File: src/rtl/evt_pkg.sv
`timescale 1ns/1ps
package evt_pkg;
    localparam int ADDR_W = 12;
    localparam int CTR_W  = 64;
    localparam int CH_MIN = 3;
    localparam int CH_MAX = 32;

    localparam logic [31:0] CAP_LO_BASE = 32'h8086_A001;
    localparam int          CAP_NUM_LSB = 8;

    localparam logic [ADDR_W-1:0] A_CAP_LO   = 12'h000;
    localparam logic [ADDR_W-1:0] A_CAP_HI   = 12'h004;
    localparam logic [ADDR_W-1:0] A_GCFG     = 12'h010;
    localparam logic [ADDR_W-1:0] A_ISR      = 12'h020;
    localparam logic [ADDR_W-1:0] A_CTR_LO   = 12'h0F0;
    localparam logic [ADDR_W-1:0] A_CTR_HI   = 12'h0F4;
    localparam logic [ADDR_W-1:0] A_GRP_BASE = 12'h100;
    localparam int                GRP_SHIFT  = 5;

    localparam logic [4:0] G_CFG_LO = 5'h00;
    localparam logic [4:0] G_CFG_HI = 5'h04;
    localparam logic [4:0] G_CMP_LO = 5'h08;
    localparam logic [4:0] G_CMP_HI = 5'h0C;
    localparam logic [4:0] G_RT_LO  = 5'h10;
    localparam logic [4:0] G_RT_HI  = 5'h14;

    localparam logic [31:0] CH_CFG_WMASK = 32'h0000_7F4E;
    localparam logic [31:0] CH_CFG_RST   = 32'h0000_0030;
    localparam int CHB_ENA    = 2;
    localparam int CHB_SETVAL = 6;
    localparam int CHB_M32    = 8;

    typedef enum logic [3:0] {
        REG_NONE,
        REG_CAP_LO, REG_CAP_HI, REG_GCFG, REG_ISR, REG_CTR_LO, REG_CTR_HI,
        REG_CH_CFG_LO, REG_CH_CFG_HI, REG_CH_CMP_LO, REG_CH_CMP_HI,
        REG_CH_RT_LO, REG_CH_RT_HI
    } reg_sel_e;

    typedef struct packed {
        reg_sel_e   sel;
        logic [4:0] ch;
    } dec_t;

    function automatic int clamp_ch(input int n);
        if (n < CH_MIN)      return CH_MIN;
        else if (n > CH_MAX) return CH_MAX;
        else                 return n;
    endfunction
endpackage

File: src/rtl/evt_addr_dec.sv
`timescale 1ns/1ps
module evt_addr_dec import evt_pkg::*; #(
    parameter int NT = 3
) (
    input  logic [ADDR_W-1:0] addr,
    output dec_t              dec
);
    localparam int GRP_SPAN = NT * (1 << GRP_SHIFT);

    logic [ADDR_W-1:0] rel;
    logic              in_grp;

    always_comb begin
        rel     = addr - A_GRP_BASE;
        in_grp  = (addr >= A_GRP_BASE) && (32'(rel) < GRP_SPAN);
        dec.sel = REG_NONE;
        dec.ch  = rel[GRP_SHIFT +: 5];
        if (addr[1:0] == 2'b00) begin
            if (in_grp) begin
                case (rel[4:0])
                    G_CFG_LO: dec.sel = REG_CH_CFG_LO;
                    G_CFG_HI: dec.sel = REG_CH_CFG_HI;
                    G_CMP_LO: dec.sel = REG_CH_CMP_LO;
                    G_CMP_HI: dec.sel = REG_CH_CMP_HI;
                    G_RT_LO:  dec.sel = REG_CH_RT_LO;
                    G_RT_HI:  dec.sel = REG_CH_RT_HI;
                    default:  dec.sel = REG_NONE;
                endcase
            end else begin
                case (addr)
                    A_CAP_LO: dec.sel = REG_CAP_LO;
                    A_CAP_HI: dec.sel = REG_CAP_HI;
                    A_GCFG:   dec.sel = REG_GCFG;
                    A_ISR:    dec.sel = REG_ISR;
                    A_CTR_LO: dec.sel = REG_CTR_LO;
                    A_CTR_HI: dec.sel = REG_CTR_HI;
                    default:  dec.sel = REG_NONE;
                endcase
            end
        end
    end
endmodule

File: src/rtl/evt_main_ctr.sv
`timescale 1ns/1ps
module evt_main_ctr import evt_pkg::*; (
    input  logic             clk,
    input  logic             rst,
    input  logic             run,
    input  logic             wr_lo,
    input  logic             wr_hi,
    input  logic [31:0]      wdata,
    output logic [CTR_W-1:0] cnt
);
    always_ff @(posedge clk) begin
        if (rst)        cnt <= '0;
        else if (run)   cnt <= cnt + 1'b1;
        else if (wr_lo) cnt[31:0] <= wdata;
        else if (wr_hi) cnt[CTR_W-1:32] <= wdata;
    end

    // one step per clock while running
    p_tick_r4: assert property (@(posedge clk) disable iff (rst)
        run |=> (cnt == $past(cnt) + 64'd1));

    // frozen while halted and not written
    p_halt_hold_r4: assert property (@(posedge clk) disable iff (rst)
        (!run && !wr_lo && !wr_hi) |=> $stable(cnt));
endmodule

File: src/rtl/evt_chan_regs.sv
`timescale 1ns/1ps
module evt_chan_regs import evt_pkg::*; (
    input  logic        clk,
    input  logic        rst,
    input  logic        glb_en,
    input  logic        glb_rise,
    input  logic        glb_fall,
    input  logic        wr_cfg,
    input  logic        wr_cmp_lo,
    input  logic        wr_cmp_hi,
    input  logic        wr_rt_lo,
    input  logic        wr_rt_hi,
    input  logic [31:0] wdata,
    output logic [31:0] cfg_lo,
    output logic [63:0] cmp,
    output logic [63:0] route,
    output logic        armed
);
    logic [31:0] cfg_nxt;
    logic        m32;

    assign m32 = cfg_lo[CHB_M32];

    always_comb cfg_nxt = (cfg_lo & ~CH_CFG_WMASK) | (wdata & CH_CFG_WMASK);

    always_ff @(posedge clk) begin
        if (rst) begin
            cfg_lo <= CH_CFG_RST;
            cmp    <= '1;
            route  <= '0;
            armed  <= 1'b0;
        end else begin
            if (wr_cfg) begin
                cfg_lo <= cfg_nxt;
                if (cfg_nxt[CHB_M32]) cmp[63:32] <= '0;
            end
            if (wr_cmp_lo) begin
                cmp[31:0]          <= wdata;
                cfg_lo[CHB_SETVAL] <= 1'b0;
            end
            if (wr_cmp_hi) begin
                if (!m32) cmp[63:32] <= wdata;
                cfg_lo[CHB_SETVAL] <= 1'b0;
            end
            if (wr_rt_lo) route[31:0]  <= wdata;
            if (wr_rt_hi) route[63:32] <= wdata;

            if (glb_fall)
                armed <= 1'b0;
            else if (glb_rise)
                armed <= (cmp != '1);
            else if (wr_cfg && cfg_nxt[CHB_ENA] && !cfg_lo[CHB_ENA])
                armed <= glb_en;
            else if (wr_cfg && !cfg_nxt[CHB_ENA] && cfg_lo[CHB_ENA])
                armed <= 1'b0;
            else if ((wr_cmp_lo || wr_cmp_hi) && glb_en)
                armed <= 1'b1;
        end
    end

    // bits outside the write mask never move
    p_ro_bits_r7: assert property (@(posedge clk) disable iff (rst)
        $stable(cfg_lo & ~CH_CFG_WMASK));

    // upper comparator half is zero in 32-bit mode
    p_m32_upper_r8: assert property (@(posedge clk) disable iff (rst)
        m32 |-> (cmp[63:32] == 32'd0));

    // never armed while the counter is halted
    p_no_arm_halted_r11: assert property (@(posedge clk) disable iff (rst)
        !glb_en |-> !armed);
endmodule

File: src/rtl/evtmr_regblk.sv
`timescale 1ns/1ps
module evtmr_regblk import evt_pkg::*; #(
    parameter int          N_CH      = 3,
    parameter logic [31:0] TICK_FS   = 32'd8_000_000,
    parameter logic [31:0] ROUTE_CAP = 32'h00F0_0000,
    localparam int         NT        = clamp_ch(N_CH)
) (
    input  logic                clk,
    input  logic                rst,
    input  logic                bus_wr,
    input  logic [ADDR_W-1:0]   bus_addr,
    input  logic [31:0]         bus_wdata,
    output logic [31:0]         bus_rdata,
    input  logic [NT-1:0]       evt_hit,
    output logic [CTR_W-1:0]    ctr_val,
    output logic                ctr_run,
    output logic                legacy_on,
    output logic [NT-1:0]       ch_armed,
    output logic [NT-1:0]       irq_sts,
    output logic [NT*32-1:0]    ch_cfg,
    output logic [NT*64-1:0]    ch_cmp,
    output logic [NT*64-1:0]    ch_route
);
    localparam logic [31:0] CAP_LO = CAP_LO_BASE | (32'(NT - 1) << CAP_NUM_LSB);

    dec_t        dec;
    logic [1:0]  gcfg;
    logic [NT-1:0] isr_q, isr_clr;
    logic        g_wr, g_rise, g_fall;
    logic [31:0] c_cfg [NT];
    logic [63:0] c_cmp [NT];
    logic [63:0] c_rt  [NT];
    logic [31:0] s_cfg;
    logic [63:0] s_cmp, s_rt;

    evt_addr_dec #(.NT(NT)) u_dec (.addr(bus_addr), .dec(dec));

    assign g_wr   = bus_wr && (dec.sel == REG_GCFG);
    assign g_rise = g_wr && bus_wdata[0] && !gcfg[0];
    assign g_fall = g_wr && !bus_wdata[0] && gcfg[0];

    always_ff @(posedge clk) begin
        if (rst)       gcfg <= 2'b00;
        else if (g_wr) gcfg <= bus_wdata[1:0];
    end

    assign isr_clr = (bus_wr && dec.sel == REG_ISR) ? bus_wdata[NT-1:0] : '0;

    always_ff @(posedge clk) begin
        if (rst) isr_q <= '0;
        else     isr_q <= (isr_q & ~isr_clr) | evt_hit;
    end

    evt_main_ctr u_ctr (
        .clk   (clk),
        .rst   (rst),
        .run   (gcfg[0]),
        .wr_lo (bus_wr && dec.sel == REG_CTR_LO),
        .wr_hi (bus_wr && dec.sel == REG_CTR_HI),
        .wdata (bus_wdata),
        .cnt   (ctr_val)
    );

    for (genvar i = 0; i < NT; i++) begin : g_ch
        logic me;
        assign me = bus_wr && (dec.ch == 5'(i));
        evt_chan_regs u_ch (
            .clk       (clk),
            .rst       (rst),
            .glb_en    (gcfg[0]),
            .glb_rise  (g_rise),
            .glb_fall  (g_fall),
            .wr_cfg    (me && dec.sel == REG_CH_CFG_LO),
            .wr_cmp_lo (me && dec.sel == REG_CH_CMP_LO),
            .wr_cmp_hi (me && dec.sel == REG_CH_CMP_HI),
            .wr_rt_lo  (me && dec.sel == REG_CH_RT_LO),
            .wr_rt_hi  (me && dec.sel == REG_CH_RT_HI),
            .wdata     (bus_wdata),
            .cfg_lo    (c_cfg[i]),
            .cmp       (c_cmp[i]),
            .route     (c_rt[i]),
            .armed     (ch_armed[i])
        );
        assign ch_cfg[i*32 +: 32]   = c_cfg[i];
        assign ch_cmp[i*64 +: 64]   = c_cmp[i];
        assign ch_route[i*64 +: 64] = c_rt[i];
    end

    always_comb begin
        s_cfg = '0;
        s_cmp = '0;
        s_rt  = '0;
        for (int i = 0; i < NT; i++) begin
            if (dec.ch == 5'(i)) begin
                s_cfg = c_cfg[i];
                s_cmp = c_cmp[i];
                s_rt  = c_rt[i];
            end
        end
    end

    always_comb begin
        case (dec.sel)
            REG_CAP_LO:    bus_rdata = CAP_LO;
            REG_CAP_HI:    bus_rdata = TICK_FS;
            REG_GCFG:      bus_rdata = {30'd0, gcfg};
            REG_ISR:       bus_rdata = 32'(isr_q);
            REG_CTR_LO:    bus_rdata = ctr_val[31:0];
            REG_CTR_HI:    bus_rdata = ctr_val[63:32];
            REG_CH_CFG_LO: bus_rdata = s_cfg;
            REG_CH_CFG_HI: bus_rdata = ROUTE_CAP;
            REG_CH_CMP_LO: bus_rdata = s_cmp[31:0];
            REG_CH_CMP_HI: bus_rdata = s_cmp[63:32];
            REG_CH_RT_LO:  bus_rdata = s_rt[31:0];
            REG_CH_RT_HI:  bus_rdata = s_rt[63:32];
            default:       bus_rdata = 32'd0;
        endcase
    end

    assign ctr_run   = gcfg[0];
    assign legacy_on = gcfg[1];
    assign irq_sts   = isr_q;

    // global configuration only moves on its own write
    p_gcfg_hold_r3: assert property (@(posedge clk) disable iff (rst)
        !g_wr |=> $stable(gcfg));

    // a hit always leaves its status bit set
    p_hit_sets_r12: assert property (@(posedge clk) disable iff (rst)
        evt_hit[0] |=> irq_sts[0]);

    // write-one clears when no hit competes
    p_w1c_r12: assert property (@(posedge clk) disable iff (rst)
        (bus_wr && dec.sel == REG_ISR && bus_wdata[0] && !evt_hit[0]) |=> !irq_sts[0]);

    // a run edge to zero leaves nothing armed
    p_halt_disarm_r11: assert property (@(posedge clk) disable iff (rst)
        g_fall |=> (ch_armed == '0));
endmodule

File: config.mk
export PLATFORM = sky130hd
export DESIGN_NAME = evtmr_regblk
export DESIGN_NICKNAME = d
export VERILOG_FILES = /design/src/rtl/evt_pkg.sv /design/src/rtl/evt_addr_dec.sv /design/src/rtl/evt_main_ctr.sv /design/src/rtl/evt_chan_regs.sv /design/src/rtl/evtmr_regblk.sv
export SDC_FILE = /design/constraint.sdc
export NUM_CORES = 1
export LEC_CHECK = 0
export ABC_AREA = 1
export ABC_CLOCK_PERIOD_IN_PS = 2300
export BUFFER_PORTS_ARGS = -buffer_cell sky130_fd_sc_hd__buf_2
export CORE_AREA = 2 2 249 251
export DETAILED_ROUTE_END_ITERATION = 10
export DIE_AREA = 0 0 251 253
export PLACE_DENSITY = 0.66
export SETUP_SLACK_MARGIN = 0.05
export SYNTH_ARGS = -nofsm -noshare
export SYNTH_HDL_FRONTEND = slang
export SYNTH_SLANG_ARGS = --single-unit
File: constraint.sdc
create_clock -name clk -period 2.3 [get_ports clk]
set_input_delay 0.23 -clock clk [delete_from_list [all_inputs] [get_ports clk]]
set_output_delay 0.23 -clock clk [all_outputs]
set_load 0.005 [all_outputs]
# [Word level (Yosys, flattened, before mapping)]
# Index checks and enable logic that the tools add are counted.
[totals] ff_bits=552 input_bits=50 out_inout_bits=584 wordCells=173
[classes] addsub=2 order_cmp=2 n_eq_ne=28 muxes=43 bitwise=6 reduce_logical=67
[ops] operator="two-way mux 32 bit" count=18
[ops] operator="two-way mux 64 bit" count=7
[ops] operator="case mux 32 bit (12 select lines)" count=1
[ops] operator="!= test 64 bit, second input constant" count=3
[ops] operator="bitwise OR 32 x 15 -> 32 bit" count=3
[ops] operator="adder 64 x 1 -> 64 bit, second input constant" count=1
[ops] operator="logical AND 1 bit" count=42
[ops] operator="equality test 12 x 8 -> 1 bit, second input constant" count=2
[ops] operator="case mux 4 bit (6 select lines)" count=1
[ops] operator="equality test 4 bit, second input constant" count=5
[ops] operator="case mux 3 bit (6 select lines)" count=1
[ops] operator="equality test 4 x 3 -> 1 bit, second input constant" count=4
[ops] operator="equality test 12 x 3 -> 1 bit, second input constant" count=1
[ops] operator="equality test 12 x 5 -> 1 bit, second input constant" count=1
[ops] operator="equality test 12 x 6 -> 1 bit, second input constant" count=1
[ops] operator="greater-or-equal comparator 12 x 9 -> 1 bit, second input constant" count=1
[ops] operator="zero test 12 bit" count=1
[ops] operator="less-than comparator 12 x 7 -> 1 bit, second input constant" count=1
[ops] operator="two-way mux 1 bit" count=12
[ops] operator="nonzero test 4 bit" count=3
[ops] operator="subtractor 12 x 9 -> 12 bit, second input constant" count=1
[ops] operator="equality test 5 x 4 -> 1 bit, second input constant" count=2
[ops] operator="equality test 5 bit, second input constant" count=2
[ops] operator="zero test 5 bit" count=2
[ops] operator="18 further kinds" count=32

# [Longest topological paths before layout]
[logic_depth] word_depth=13 ltp_mapped=18 depth_no_buf=17

# [By module]
# Synthesis repeated with hierarchy kept, for this count alone.
[hier_totals] hier_cells=3921 hier_area_um2=25933.6
[by_module_without_submodules] mod="evt_chan_regs" n_inst=3 cells_each=601 area_each_um2=5168.7 seq_area_each_um2=2802.7
[by_module_without_submodules] mod="evtmr_regblk" n_inst=1 cells_each=1221 area_each_um2=5356.4 seq_area_each_um2=100.1
[by_module_without_submodules] mod="evt_main_ctr" n_inst=1 cells_each=807 area_each_um2=4654.5 seq_area_each_um2=1281.2
[by_module_without_submodules] mod="evt_addr_dec" n_inst=1 cells_each=90 area_each_um2=416.6 seq_area_each_um2=0.0

# [Worst setup path before layout]
# No wires, ideal clock.
[synth_timing] kind="input -> output" startpoint="input port bus_addr[9]" endpoint="output port bus_rdata[2]" arrival_time_ns=2.006 required_ns=2.070 setup_slack_ns=0.064 stages=16 n_path_buf=2 cell_sequence="inv_1 -> ha_1 -> inv_1 -> nand2_1 -> nand3_1 -> nor2_4 -> nand4_1 -> nand2_1 -> nand2_1 -> buf_2 -> inv_1 -> buf_2 -> nand2_1 -> o21ai_0 -> nor2_1 -> nand2_1"
[synth_between] elab_chain_len=7 word_cells_on_any_way=38 cone_classes="add/sub (1); order compare (2); eq/ne (19); mux (13); reduce/logical (3)"
[synth_lines] item="from (decl)" line="evtmr_regblk.sv:11" text="input logic [ADDR_W-1:0] bus_addr,"
[synth_lines] item="subtractor 12 x 9 -> 12 bit" line="evt_addr_dec.sv:14" text="rel = addr - A_GRP_BASE;"
[synth_lines] item="less-than comparator 12 x 7 -> 1 bit" line="evt_addr_dec.sv:15" text="in_grp = (addr >= A_GRP_BASE) && (32'(rel) < GRP_SPAN);"
[synth_lines] item="logical AND 1 bit" line="evt_addr_dec.sv:15"
[synth_lines] item="two-way mux 4 bit" line="evt_addr_dec.sv:19" text="if (in_grp) begin"
[synth_lines] item="two-way mux 4 bit" line="evt_addr_dec.sv:18" text="if (addr[1:0] == 2'b00) begin"
[synth_lines] item="equality test 4 bit (tied with other cells)" line="evtmr_regblk.sv:103" text="case (dec.sel)"
[synth_lines] item="case mux 32 bit (12 select lines) *" line="evtmr_regblk.sv:103"
[synth_lines] item="to (decl)" line="evtmr_regblk.sv:13" text="output logic [31:0] bus_rdata,"
# Every way passes the cells marked *; elsewhere a longest branch is shown, timed or not.

# [Worst setup path in the final report]
[layout_timing] startpoint="input port bus_addr[9]" endpoint="output port bus_rdata[9]"
# Same word-level chain as after synthesis.

==> impl_metrics.prom <==
# TYPE chip_impl_metric gauge
chip_impl_info{name="status",value="finished with violations"} 1
chip_impl_info{name="violated_checks",value="negative setup slack"} 1
chip_impl_metric{name="routed_vias",unit=""} 30659
chip_impl_metric{name="htreeDepth",unit=""} 2
chip_impl_metric{name="grt_start_max_net_pins",unit=""} 84
chip_impl_metric{name="worst-slew-pin-transition",unit="ps"} 926
chip_impl_metric{name="max-cap-violations",unit=""} 0
chip_impl_metric{name="first_iter_violations",unit=""} 4656
chip_impl_metric{name="die-height",unit="um"} 253
chip_impl_info{name="worstSetupEndpointType",value="output port"} 1
chip_impl_info{name="tritoncts",value="yes"} 1
chip_impl_info{name="rsz0062_at_grt",value="true"} 1
chip_impl_metric{name="drv_slew",unit=""} 0
chip_impl_metric{name="layout.cell_area.non_filler",unit="um2"} 35600
chip_impl_metric{name="max_freq",unit="GHz"} 0.359
chip_impl_metric{name="r2r_cells",unit=""} 7
chip_impl_metric{name="placementRows",unit=""} 91
chip_impl_metric{name="layout_worst_path_cycle_share",unit=""} 1.21
chip_impl_info{name="worst-setup-path-type",value="in -> out"} 1
chip_impl_info{name="critPathCapture",value="bus_rdata[9]"} 1
chip_impl_metric{name="insertion_delay_of_the_later_clocked_pin_in_the_worst_skew_pair",unit="ps"} 660
chip_impl_info{name="worst_setup_path_startpoint",value="bus_addr[9]"} 1
chip_impl_metric{name="vias_per_cell",unit=""} 5.98
chip_impl_metric{name="die_footprint",unit="um2"} 63500
chip_impl_metric{name="grt.met1_usage",unit=""} 0.552
chip_impl_metric{name="worstPathMaxFanout",unit=""} 18
chip_impl_metric{name="fillCellCount",unit=""} 5684
chip_impl_metric{name="placedInstanceArea",unit="um2"} 30800
chip_impl_metric{name="powerDensity",unit="nW/um2"} 529
chip_impl_metric{name="worst_ep_arrival_time",unit="ps"} 2560
chip_impl_metric{name="number_of_distinct_library_cells_after_synthesis",unit=""} 48
chip_impl_metric{name="number_of_antenna_violations_at_the_first_check_in_global_routing",unit=""} 0
chip_impl_metric{name="peakVddDrop",unit="V"} 0.000605
chip_impl_metric{name="async_reset_ff_frac",unit=""} 0
chip_impl_metric{name="place_hpwl",unit="um"} 106000
chip_impl_metric{name="wl",unit="um"} 142000
chip_impl_metric{name="fin_nets",unit=""} 4345
chip_impl_metric{name="grt.met3_usage",unit=""} 0.105
chip_impl_metric{name="synth.yosys.warnings",unit=""} 0
chip_impl_metric{name="cts-buffers-inserted",unit=""} 53
chip_impl_metric{name="cts.clk_slew.worst_paths",unit="ps"} 60
chip_impl_metric{name="ff2ff_setup_slack",unit="ps"} 80
chip_impl_metric{name="layout_min_cycle_time",unit="ps"} 2790
chip_impl_metric{name="ioPinCount",unit=""} 634
chip_impl_info{name="synthFlopType",value="sky130_fd_sc_hd__dfxtp_1"} 1
chip_impl_info{name="hold_class",value="in -> reg"} 1
chip_impl_metric{name="portBuffers",unit=""} 570
chip_impl_metric{name="drive_above_1_share",unit=""} 0.339
chip_impl_metric{name="fin_skew",unit="ps"} 54.2
chip_impl_metric{name="netlist_area",unit="um2"} 24200
chip_impl_info{name="worstReg2RegStart",value="g_ch[1].u_ch.cmp[31]"} 1
chip_impl_metric{name="report.final.setup_viol",unit=""} 33
chip_impl_metric{name="yosysSeqAreaShare",unit=""} 0.404
chip_impl_metric{name="drt-wirelength-per-cell",unit="um"} 27.7
chip_impl_metric{name="power_leakage",unit="nW"} 16.2
chip_impl_metric{name="synth_edf_count",unit=""} 0
chip_impl_metric{name="post_synth_inst_count",unit=""} 3377
chip_impl_metric{name="drt_drc_violations_left",unit=""} 0
chip_impl_metric{name="cts.sinks",unit=""} 489
chip_impl_metric{name="grt_pass1_vias",unit=""} 27066
chip_impl_info{name="startpoint_type",value="input pin"} 1
chip_impl_metric{name="synth_top_area_frac",unit=""} 0.404
chip_impl_metric{name="power",unit="mW"} 18.8
chip_impl_metric{name="groute.layer.met2.usage",unit=""} 0.610
chip_impl_metric{name="initial_utilization",unit=""} 0.397
chip_impl_metric{name="globalRouteOverflowTotal",unit=""} 0
chip_impl_metric{name="grt_pass1_wl",unit="um"} 194000
chip_impl_metric{name="synth.avg_cell_area",unit="um2"} 7.17
chip_impl_metric{name="gr-usage-all-layers",unit=""} 0.418
chip_impl_metric{name="fin_ws",unit="ps"} -486
chip_impl_metric{name="hold_viol",unit=""} 0
chip_impl_metric{name="postRouteAntennaNets",unit=""} 0
chip_impl_info{name="root_buffer",value="sky130_fd_sc_hd__clkbuf_16"} 1
chip_impl_metric{name="yosys_register_bits",unit=""} 489
chip_impl_metric{name="core_area",unit="um2"} 61000
chip_impl_metric{name="gp_congestion",unit=""} 1.05
chip_impl_metric{name="worst-endpoint-required",unit="ps"} 2070
chip_impl_metric{name="cts_buffer_depth",unit=""} 3
chip_impl_metric{name="die_width",unit="um"} 251
chip_impl_info{name="reg2reg_end",value="g_ch[1].u_ch.armed"} 1
chip_impl_metric{name="final_core_util",unit=""} 0.583
chip_impl_metric{name="drt_pass1_iterations",unit=""} 8
chip_impl_info{name="synth_largest_area_cell",value="sky130_fd_sc_hd__dfxtp_1"} 1
chip_impl_info{name="synth_area_leaders",value="sky130_fd_sc_hd__dfxtp_1 40%, sky130_fd_sc_hd__nand2_1 9.7%, sky130_fd_sc_hd__a21oi_1 8.5%"} 1
chip_impl_metric{name="maxSlewHeadroom",unit=""} 0.382
chip_impl_info{name="busiest_layer",value="met2"} 1
chip_impl_metric{name="area_growth_syn_to_layout",unit="%"} 46.9
[routing by layer]
layer	share of wire	vias up
met5	0	-
met1	0.37	14360
met4	0.079	0
met2	0.41	2456
li1	-	13349
met3	0.13	494
[metrics by stage]
stage	worst slack [ps]	setup TNS, ps	hold slack, ps	cells
2_1_floorplan	63.6	0	356	3438
3_3_place_gp	-807	-185310	457	4946
3_5_place_dp	-870	-189460	455	4946
4_1_cts	-422	-11770	4.56	5102
5_1_grt	-523	-14990	21.5	5123
6_report	-486	-12870	32.0	5124
[logic make-up (layout without fill, tap and decap cells)]
kind of cell,Yosys count,in the layout,share of synthesized area
simple gates,1136,1138,0.206
compound gates,1048,1048,0.253
buf+inv,648,1541,0.116
flops,489,489,0.404
xor+xnor,49,49,0.0177
fa+ha+maj,5,5,0.00258
other cells,2,64,0.000310
[synth_stat cells, types with 64 or more instances]
master                     instances
sky130_fd_sc_hd__nand2_1         626
sky130_fd_sc_hd__dfxtp_1         489
sky130_fd_sc_hd__a21oi_1         410
sky130_fd_sc_hd__inv_1           331
sky130_fd_sc_hd__o21ai_0         257
sky130_fd_sc_hd__nor2_1          179
sky130_fd_sc_hd__clkbuf_1        151
sky130_fd_sc_hd__nand3_1         148
sky130_fd_sc_hd__o221ai_1        104
sky130_fd_sc_hd__o211ai_1         77
sky130_fd_sc_hd__buf_4            76
sky130_fd_sc_hd__nand4_1          64
[state kept, by name, summed over array words and instances (netlist names)]
register	cells
g_ch.u_ch.armed	3
g_ch.u_ch.route	192
u_ctr.cnt	64
g_ch.u_ch.cmp	192
g_ch.u_ch.cfg_lo	33
irq_sts	3
gcfg	2
[power by group]
group          switching (mW)  leakage [nW]  internal (mW)
Clock                    3.99         0.907           5.16
Sequential            0.00601          3.95           8.47
Combinational           0.864          11.4          0.354
Total                    4.85          16.2           14.0
[cell type report]
cell class	count	area (um2)	share of cell area
multi-input combinational	2303	13600	0.382
sequential	489	9800	0.275
tap	790	988	0.0278
timing repair inverter	1	7.51	0.000211
clock inverter	27	318	0.00893
inverter	354	1380	0.0387
antenna	1	2.50	0.0000703
clock buffer	71	1490	0.0420
timing repair buffer	1088	8000	0.225
[critical path: stages]
cell and delay [ps]:
sky130_fd_sc_hd__buf_8 110, sky130_fd_sc_hd__inv_8 70, sky130_fd_sc_hd__ha_4 190, sky130_fd_sc_hd__nand2_1 60
sky130_fd_sc_hd__inv_2 70, sky130_fd_sc_hd__buf_4 140, sky130_fd_sc_hd__nand3_4 120, sky130_fd_sc_hd__inv_1 100
sky130_fd_sc_hd__buf_12 160, sky130_fd_sc_hd__a22o_1 250, sky130_fd_sc_hd__a21oi_1 410, sky130_fd_sc_hd__o21ai_2 140
sky130_fd_sc_hd__inv_1 80, sky130_fd_sc_hd__nand4_1 190, sky130_fd_sc_hd__buf_2 200
[how the worst min path moves through the flow]
| stage | start | end | slack, ps | cells past startpoint |
|---|---|---|---|---|
| after global placement | g_ch[0].u_ch.route[11] | g_ch[0].u_ch.route[11] | 460 | 2 |
| final | bus_wdata[13] | g_ch[2].u_ch.route[13] | 30 | 3 |
| after global routing | bus_wdata[13] | g_ch[2].u_ch.route[13] | 20 | 3 |
| after floorplan | bus_wdata[0] | g_ch[0].u_ch.cmp[0] | 360 | 2 |
| after CTS | bus_wdata[0] | g_ch[2].u_ch.route[0] | 5 | 3 |
| after detailed placement | g_ch[1].u_ch.route[9] | g_ch[1].u_ch.route[9] | 450 | 2 |
[repair_timing]
action                                  CTS  global route
buffers inserted                         29            16
hold buffers                             24             0
resized for setup                       285           171
cloned                                    7            11
pin swaps                                68            53
endpoints found under the setup margin   61           148
endpoints found under the hold margin   105             0
[layout by cell type (no fill, tap or decap), types with 63 or more instances in the layout]
cell	instances
sky130_fd_sc_hd__nor2_1	151
sky130_fd_sc_hd__o21ai_0	240
sky130_fd_sc_hd__a21oi_1	394
sky130_fd_sc_hd__inv_1	322
sky130_fd_sc_hd__nand3_1	102
sky130_fd_sc_hd__nand4_1	64
sky130_fd_sc_hd__conb_1	63
sky130_fd_sc_hd__nand2_1	582
sky130_fd_sc_hd__buf_2	559
sky130_fd_sc_hd__buf_4	370
sky130_fd_sc_hd__o221ai_1	67
sky130_fd_sc_hd__o211ai_1	77
sky130_fd_sc_hd__dfxtp_1	484
(Power assumes the default switching activity.)
